## src/rtl/wdt_pkg.sv

```systemverilog
package wdt_pkg;
  localparam int EVT_N  = 3;
  localparam int CFG_W  = 4;
  localparam int ADDR_W = 2;

  // Event vector order matches configuration bits 1..3
  localparam int EV_JOY   = 0;
  localparam int EV_KBD   = 1;
  localparam int EV_MOUSE = 2;
  localparam int CFG_IRQ  = 0;

  typedef enum logic [ADDR_W-1:0] {
    A_VALUE = 2'd0,
    A_CTRL  = 2'd1,
    A_CFG   = 2'd2,
    A_RSVD  = 2'd3
  } wdt_addr_e;

  // Next count on a tick: saturate at zero
  function automatic int unsigned tick_step(int unsigned c);
    return (c == 0) ? 0 : c - 1;
  endfunction

  // A tick at this count expires the watchdog
  function automatic bit is_last(int unsigned c);
    return c == 1;
  endfunction
endpackage

```

## src/rtl/wdt_evt_detect.sv

```systemverilog
module wdt_evt_detect #(
  parameter int N = 3
) (
  input  logic         clk,
  input  logic         rst_n,
  input  logic [N-1:0] evt_in,
  output logic [N-1:0] evt_rise
);
  logic [N-1:0] evt_q;

  always_ff @(posedge clk or negedge rst_n) begin
    if (!rst_n) evt_q <= '0;
    else        evt_q <= evt_in;
  end

  for (genvar i = 0; i < N; i++) begin : g_edge
    assign evt_rise[i] = evt_in[i] & ~evt_q[i];
  end
endmodule

```

## src/rtl/wdt_regs.sv

```systemverilog
module wdt_regs
  import wdt_pkg::*;
#(
  parameter int CNT_W  = 8,
  parameter int DATA_W = 8
) (
  input  logic              clk,
  input  logic              rst_n,
  input  logic              wr,
  input  logic [ADDR_W-1:0] addr,
  input  logic [DATA_W-1:0] wdata,
  input  logic              status,
  output logic [CNT_W-1:0]  val_q,
  output logic [CFG_W-1:0]  cfg_q,
  output logic              val_wr,
  output logic              ctrl_wr,
  output logic [DATA_W-1:0] rdata
);
  logic cfg_wr;

  assign val_wr  = wr && (addr == A_VALUE);
  assign ctrl_wr = wr && (addr == A_CTRL);
  assign cfg_wr  = wr && (addr == A_CFG);

  always_ff @(posedge clk or negedge rst_n) begin
    if (!rst_n) begin
      val_q <= '0;
      cfg_q <= '0;
    end else begin
      if (val_wr) val_q <= wdata[CNT_W-1:0];
      if (cfg_wr) cfg_q <= wdata[CFG_W-1:0];
    end
  end

  always_comb begin
    unique case (addr)
      A_VALUE: rdata = DATA_W'(val_q);
      A_CTRL:  rdata = DATA_W'(status);
      A_CFG:   rdata = DATA_W'(cfg_q);
      default: rdata = '0;
    endcase
  end
endmodule

```

## src/rtl/wdt_counter.sv

```systemverilog
module wdt_counter
  import wdt_pkg::*;
#(
  parameter int CNT_W = 8
) (
  input  logic             clk,
  input  logic             rst_n,
  input  logic             tick,
  input  logic             val_wr,
  input  logic [CNT_W-1:0] wval,
  input  logic             kick,
  input  logic [CNT_W-1:0] reload_val,
  input  logic             ctrl_wr,
  input  logic             ctrl_bit,
  output logic [CNT_W-1:0] cnt_q,
  output logic             status_q,
  output logic             expire
);
  logic [CNT_W-1:0] cnt_next;

  assign expire = tick && is_last(int'(cnt_q)) && !val_wr && !kick;

  always_comb begin
    if (val_wr)    cnt_next = wval;
    else if (kick) cnt_next = reload_val;
    else if (tick) cnt_next = CNT_W'(tick_step(int'(cnt_q)));
    else           cnt_next = cnt_q;
  end

  always_ff @(posedge clk or negedge rst_n) begin
    if (!rst_n) begin
      cnt_q    <= '0;
      status_q <= 1'b0;
    end else begin
      cnt_q <= cnt_next;
      if (ctrl_wr)     status_q <= ctrl_bit;
      else if (kick)   status_q <= 1'b0;
      else if (expire) status_q <= 1'b1;
    end
  end
endmodule

```

## src/rtl/wdt_top.sv

```systemverilog
module wdt_top
  import wdt_pkg::*;
#(
  parameter int CNT_W  = 8,
  parameter int DATA_W = 8
) (
  input  logic              clk,
  input  logic              rst_n,
  input  logic              minute_tick,
  input  logic              kbd_irq,
  input  logic              mouse_irq,
  input  logic              joy_access,
  input  logic              reg_wr,
  input  logic [ADDR_W-1:0] reg_addr,
  input  logic [DATA_W-1:0] reg_wdata,
  output logic [DATA_W-1:0] reg_rdata,
  output logic              timeout_status,
  output logic              wdt_irq
);
  logic [EVT_N-1:0] evt_in, evt_rise, evt_en;
  logic [CNT_W-1:0] val_q, cnt_q;
  logic [CFG_W-1:0] cfg_q;
  logic             val_wr, ctrl_wr, kick, expire;

  assign evt_in[EV_JOY]   = joy_access;
  assign evt_in[EV_KBD]   = kbd_irq;
  assign evt_in[EV_MOUSE] = mouse_irq;
  assign evt_en           = cfg_q[EVT_N:1];
  assign kick             = |(evt_rise & evt_en);

  wdt_evt_detect #(.N(EVT_N)) u_evt (
    .clk(clk), .rst_n(rst_n), .evt_in(evt_in), .evt_rise(evt_rise)
  );

  wdt_regs #(.CNT_W(CNT_W), .DATA_W(DATA_W)) u_regs (
    .clk(clk), .rst_n(rst_n), .wr(reg_wr), .addr(reg_addr),
    .wdata(reg_wdata), .status(timeout_status), .val_q(val_q),
    .cfg_q(cfg_q), .val_wr(val_wr), .ctrl_wr(ctrl_wr), .rdata(reg_rdata)
  );

  wdt_counter #(.CNT_W(CNT_W)) u_cnt (
    .clk(clk), .rst_n(rst_n), .tick(minute_tick), .val_wr(val_wr),
    .wval(reg_wdata[CNT_W-1:0]), .kick(kick), .reload_val(val_q),
    .ctrl_wr(ctrl_wr), .ctrl_bit(reg_wdata[0]), .cnt_q(cnt_q),
    .status_q(timeout_status), .expire(expire)
  );

  assign wdt_irq = timeout_status & cfg_q[CFG_IRQ];
endmodule

```

## config.mk

```make
export PLATFORM = sky130hd
export DESIGN_NAME = wdt_top
export DESIGN_NICKNAME = d
export VERILOG_FILES = /design/src/rtl/wdt_pkg.sv /design/src/rtl/wdt_evt_detect.sv /design/src/rtl/wdt_regs.sv /design/src/rtl/wdt_counter.sv /design/src/rtl/wdt_top.sv
export SDC_FILE = /design/constraint.sdc
export NUM_CORES = 1
export LEC_CHECK = 0
export BUFFER_PORTS_ARGS = -buffer_cell sky130_fd_sc_hd__buf_2
export CAP_MARGIN = 10
export CORE_MARGIN = 10
export CORE_UTILIZATION = 57
export CTS_BUF_LIST = sky130_fd_sc_hd__clkbuf_4
export DETAILED_ROUTE_END_ITERATION = 16
export GPL_TIMING_DRIVEN = 0
export PLACE_DENSITY_LB_ADDON = 0.12
export SETUP_SLACK_MARGIN = 0.02
export SYNTH_ARGS = -nofsm -noshare
export SYNTH_HDL_FRONTEND = slang
export SYNTH_HIERARCHICAL = 1
export SYNTH_SLANG_ARGS = --single-unit
```

## constraint.sdc

```tcl
create_clock -name clk -period 2 [get_ports clk]
set_input_delay 0.4 -clock clk [delete_from_list [all_inputs] [get_ports clk]]
set_output_delay 0.4 -clock clk [all_outputs]
set_load 0.005 [all_outputs]
```

* After elaboration in Yosys (flattened, before gate mapping)
Index checks and enable logic that the tools add are counted.
Word-level totals: register bits 24, input port bits 17, logic and storage cells 38
Cells by class: add/sub/neg operators 1, eq/ne operators 3, mux-type cells 8, bitwise gates (word level) 8, reduce and logical (&&, ||, !) cells 13
Operator list (number):
- 8-bit two-way mux | 4
- 8-bit one-hot mux with 3 select lines | 1
- 8-bit by 1-bit equality test with 1-bit output, second input constant | 1
- 8-bit logical NOT | 1
- 8-bit by 1-bit subtractor with 8-bit output, second input constant | 1
- 1-bit logical AND | 6
- 3-bit nonzero test | 2
- 1-bit AND | 4
- 3-bit AND | 1
- 1-bit two-way mux | 3
- 1-bit NOT | 3
- 3-bit OR reduction | 1
- 2-bit by 1-bit equality test with 1-bit output, second input constant | 1
- 2-bit equality test, second input constant | 1
- 1-bit logical NOT | 2
- 2-bit logical NOT | 1

* Longest topological paths before layout
depth in word-level cells 9, mapped depth 8, gate-level depth less buffers 7

* By module
Netlist, hierarchy kept.
By module, submodules not included:
- wdt_counter | times used 1, cells an instance 79, area each 694.4 um^2, sequential area each 225.2 um^2
- wdt_regs | times used 1, cells an instance 44, area each 621.8 um^2, sequential area each 300.3 um^2
- wdt_evt_detect | times used 1, cells an instance 6, area each 116.4 um^2, sequential area each 75.1 um^2
- wdt_top | times used 1, cells an instance 3, area each 20.0 um^2, sequential area each 0.0 um^2

* Worst setup path after synthesis
Ideal clock, no wire load.
path kind in2reg, from input port joy_access, to register u_cnt.cnt_q[5], setup time 0.119 ns, data arrival time 1.826 ns, required time 1.881 ns, setup slack 0.055 ns, stages on the path 8, buffers on the path 1, cell sequence nor2b_4 a222oi_1 inv_1 or3_1 clkbuf_1 o22a_1 o31ai_1 o21ba_1
On the way: word-level cells in the longest chain between the ends 5, elaborated cells between the ends (all ways) 6
Ends and longest elaborated chain:
- start: declaration | line wdt_top.sv:12 | input logic joy_access,
- 1-bit AND (*) | line wdt_evt_detect.sv:17 | assign evt_rise[i] = evt_in[i] & ~evt_q[i];
- 3-bit AND (*) | line wdt_top.sv:29 | assign kick = |(evt_rise & evt_en);
- 3-bit OR reduction (*) | line wdt_top.sv:29
- net kick | line wdt_top.sv:23 | logic val_wr, ctrl_wr, kick, expire;
- 8-bit two-way mux | line wdt_counter.sv:25 | else if (kick) cnt_next = reload_val;
- 8-bit two-way mux | line wdt_counter.sv:24 | if (val_wr) cnt_next = wval;
- end signal: assignment | line wdt_counter.sv:35 | cnt_q <= cnt_next;
- end: declaration | line wdt_counter.sv:15 | output logic [CNT_W-1:0] cnt_q,
Mark *: on every way through the listed nets, which the timed path passes. The rest lies on a longest branch. A chain may end at the register's enable or synchronous reset.

* Worst setup path after layout
from register u_cnt.cnt_q[0], to register u_cnt.cnt_q[3]
On the way: word-level cells in the longest chain between the ends 5, elaborated cells between the ends (all ways) 6
Ends and longest elaborated chain:
- 8-bit by 1-bit subtractor with 8-bit output / 8-bit logical NOT (equally long branches) | line wdt_pkg.sv:21 | return (c == 0) ? 0 : c - 1;
- 8-bit two-way mux (*) | line wdt_pkg.sv:21
- 8-bit two-way mux (*) | line wdt_counter.sv:26 | else if (tick) cnt_next = CNT_W'(tick_step(int'(cnt_q)));
- 8-bit two-way mux (*) | line wdt_counter.sv:25
- 8-bit two-way mux (*) | line wdt_counter.sv:24
Every way passes the cells marked *; elsewhere a longest branch is shown, timed or not. The select of a mux whose other input is x is not followed.

==> impl_results.md <==
- Stage delay of the slowest cell on the critical path: 420 ps
- Portion of the clock cycle consumed by the worst path in the final layout: 100.4%
- Met3 layer usage reported by global route: 2.825%
- Root buffer selected by CTS: clkbuf_4
- Initial antenna violation count: 0
- CP Launch Type: register
- Primary FF master, synth: dfrtp_1
- CTS H-Tree Depth: 1
- Dominant cells by area after synthesis: dfrtp_1 (41%), mux2_4 (8.3%), buf_6 (3.1%)
- Iteration-0 DRC count of the detailed router: 95
- Busiest metal layer after global routing: met2
- Clock slew seen by the registers of the worst setup and hold paths: 130 ps
- Overall track demand over capacity in global routing: 14.53%
- Number of fill cells in the layout: 176
- PortBufs: 24
- Combined buffer and inverter count along the critical path: 2
- Met1 routing resource usage after global routing: 18.46%
- Syn avg cell area: 11.00 um2
- Die Area: 4967 um2
- Class of the most critical setup path: register to register
- Post-detailed-placement cell area: 1610 um2
- Source-to-sink clock delay at the later pin of the worst-skew pair: 330 ps
- Ant. Diodes: 0
- Final setup skew: 1.615 ps
- Cell type with the largest total area after synthesis: dfrtp_1
- 1st-pass router iterations: 4
- Max VDD drop: 0.0006101 V
- Largest delay contributor family on the critical path: compound AO/OA/AOI/OAI gates
- Final instance count without filler cells: 203
- Power density cells: 925.2 nW/um2
- Total gr overflow: 0
- Tightest hold margin: 30.48 ps
- Arrival @ worst endpoint: 2220 ps
- Mean number of vias per cell: 6.172
- Number of instances in the synthesized netlist: 132
- Pin count of the biggest net entering global routing: 25
- Hold Fails Final Rpt: 0
- CP Depth: 7
- Max Freq: 0.4981 GHz
- Proportion of netlist area held by the largest area contributor: 41.34%
- Max-capacitance violation count: 0
- Worst-path cell chain: inv_2 -> ha_4 -> or3b_4 -> o31a_1 -> buf_4 -> a221oi_2 -> nor3_1
- Area added between synthesis and finish: 23.34%
- Detailed-route wire length: 3833 um
- Cell with the biggest individual delay on the critical path: dfrtp_1
- Design Power: 1.658 mW
- CP Max Fanout: 6
- Global routing usage on met2: 23.15%
- Area taken by flip-flops and latches: 600.6 um2
- Post-synthesis instance area: 1453 um2
- Layout Cell Area excl Fill: 1792 um2
- Max-Slew Margin vs Limit: 64.27%
- Crit path capture type: register
- Vias after detailed routing: 1253
- Post-detailed-route wirelength per cell: 18.88 um
- Routability congestion estimate: 0.8687
- Vias in the first global route: 1256
- Count of flip-flops with a built-in enable after synthesis: 0
- Area of the core region: 2455 um2
- Utilization of the core after routing: 72.99%
- Share of async-settable or async-resettable flops after synthesis: 100.0%
- Starting utilization of the core area: 59.17%
- Area taken by multi-input logic gates: 810.8 um2
- DPL Wire Length: 2477 um
- Most frequent cells in the layout: buf_2 (24), dfrtp_1 (24), buf_4 (14)
- Clock sinks: 24
- Worst Hold Class: input pin to asynchronous set/reset pin
- Depth of the worst register-to-register path: 7
- Ports placed on the boundary: 27
- Post-DRT Antenna Nets: 0
- TritonCTS buffer count: 3
- Post-synthesis sequential element count: 24
- Clock tree from TritonCTS: done
- Die boundary width: 70.48 um
- Worst slew pin tran: 536.0 ps
- Static power due to leakage: 0.8195 nW
- Layout cell share with drive strength beyond 1: 43.35%
- Maximum buffer depth of the clock tree: 2
- Chip Height: 70.48 um
- Failing checks: negative setup slack
- Setup repair after global routing missed its margin: yes
- Finish-stage setup viols: 1
- Pins over their slew limit: 0
- Post-CTS Hold Fix Bufs: 0
- Setup slack after layout: -7.565 ps
- CP Data Required Time: 2210 ps
- Result of the run: finished with violations
- Final routed DRC violation total: 0
- First-pass GRT wire length: 6058 um
- Sequential cell area fraction in the yosys report: 41.34%
- Library cells used by synthesis: 42
- Total number of nets in the final design: 193
- Period minus WS final: 2008 ps
- Number of warning messages in the yosys log: 6
- Dpl cells: 186
- Standard-cell rows: 18
- Synthesized Nets: 151
==> per-layer routing <==
layer | share of wire, % | vias up
met5 | 0 | -
met4 | 1.6 | 0
met3 | 6.3 | 8
met2 | 48 | 49
met1 | 44 | 618
li1 | - | 578
==> final timing paths <==
kind                            startpoint               to  slack, ps
min                                  rst_n   u_cnt/cnt_q[4]         30
max reg2reg                 u_cnt/cnt_q[0]   u_cnt/cnt_q[3]         -8
max in group asynchronous            rst_n  u_regs/val_q[7]       1610
min reg2reg                u_regs/cfg_q[0]  u_regs/cfg_q[0]        560
max                         u_cnt/cnt_q[0]   u_cnt/cnt_q[3]         -8
min in group clk                   kbd_irq   u_evt/evt_q[1]        180
==> cells by family (layout without fill, tap and decap cells) <==
group           Yosys count  in the layout  synth area share, %
mux                      16             16                14.13
simple gates             46             46                20.76
compound gates           31             31                16.62
flops                    24             24                41.34
fa+ha+maj                 2              2                1.722
buf+inv                  13             54                5.426
==> where the power goes <==
part	leakage [nW]	switching, mW	total (mW)	internal, mW
Combinational	0.522	0.311	0.695	0.384
Clock	0.0154	0.152	0.225	0.0734
Sequential	0.282	0.135	0.738	0.602
Total	0.820	0.598	1.66	1.06
==> per-stage QoR <==
step,TNS [ps],setup WS [ps]
after floorplan,0,55.06
after global placement,-1593,-363.9
after detailed placement,-1626,-338.1
after CTS,0,14.44
after global routing,-277.3,-110.0
final,-7.565,-7.565
==> synthesized netlist by cell type (3+ instances only) <==
master    count
clkbuf_1      3
nand2b_1      5
o21ai_0       5
nor2b_4       3
and2_1        5
dfrtp_1      24
a211oi_1      3
mux2_4        8
nor4_1        4
nor3_1        5
mux2i_1       4
nor2_1        6
nand2_1       6
mux2_2        4
o31ai_1       3
o22ai_1       3
inv_1         6
buf_6         4
==> area by class of cell <==
class                   instances  share of cell area (%)
multi-input cells              95                   45.25
repair buffers                 38                   12.57
clock inverters                 1                  0.2095
flip-flops and latches         24                   33.52
well taps                      30                   2.095
plain buffers                   6                   3.561
clock buffers                   3                   1.257
inverters                       6                   1.536
==> state kept, by name, summed over array words and instances (netlist names) <==
name            count
u_cnt/cnt_q         8
u_cnt/status_q      1
u_evt/evt_q         3
u_regs/cfg_q        4
u_regs/val_q        8
==> timing repair <==
item                       4_1_cts  5_1_grt
buffers inserted                 4       10
cloned                           0        0
setup endpoints to repair        6        7
pin swaps                        1       11
resized for setup                6       12
(Power assumes the default switching activity.)
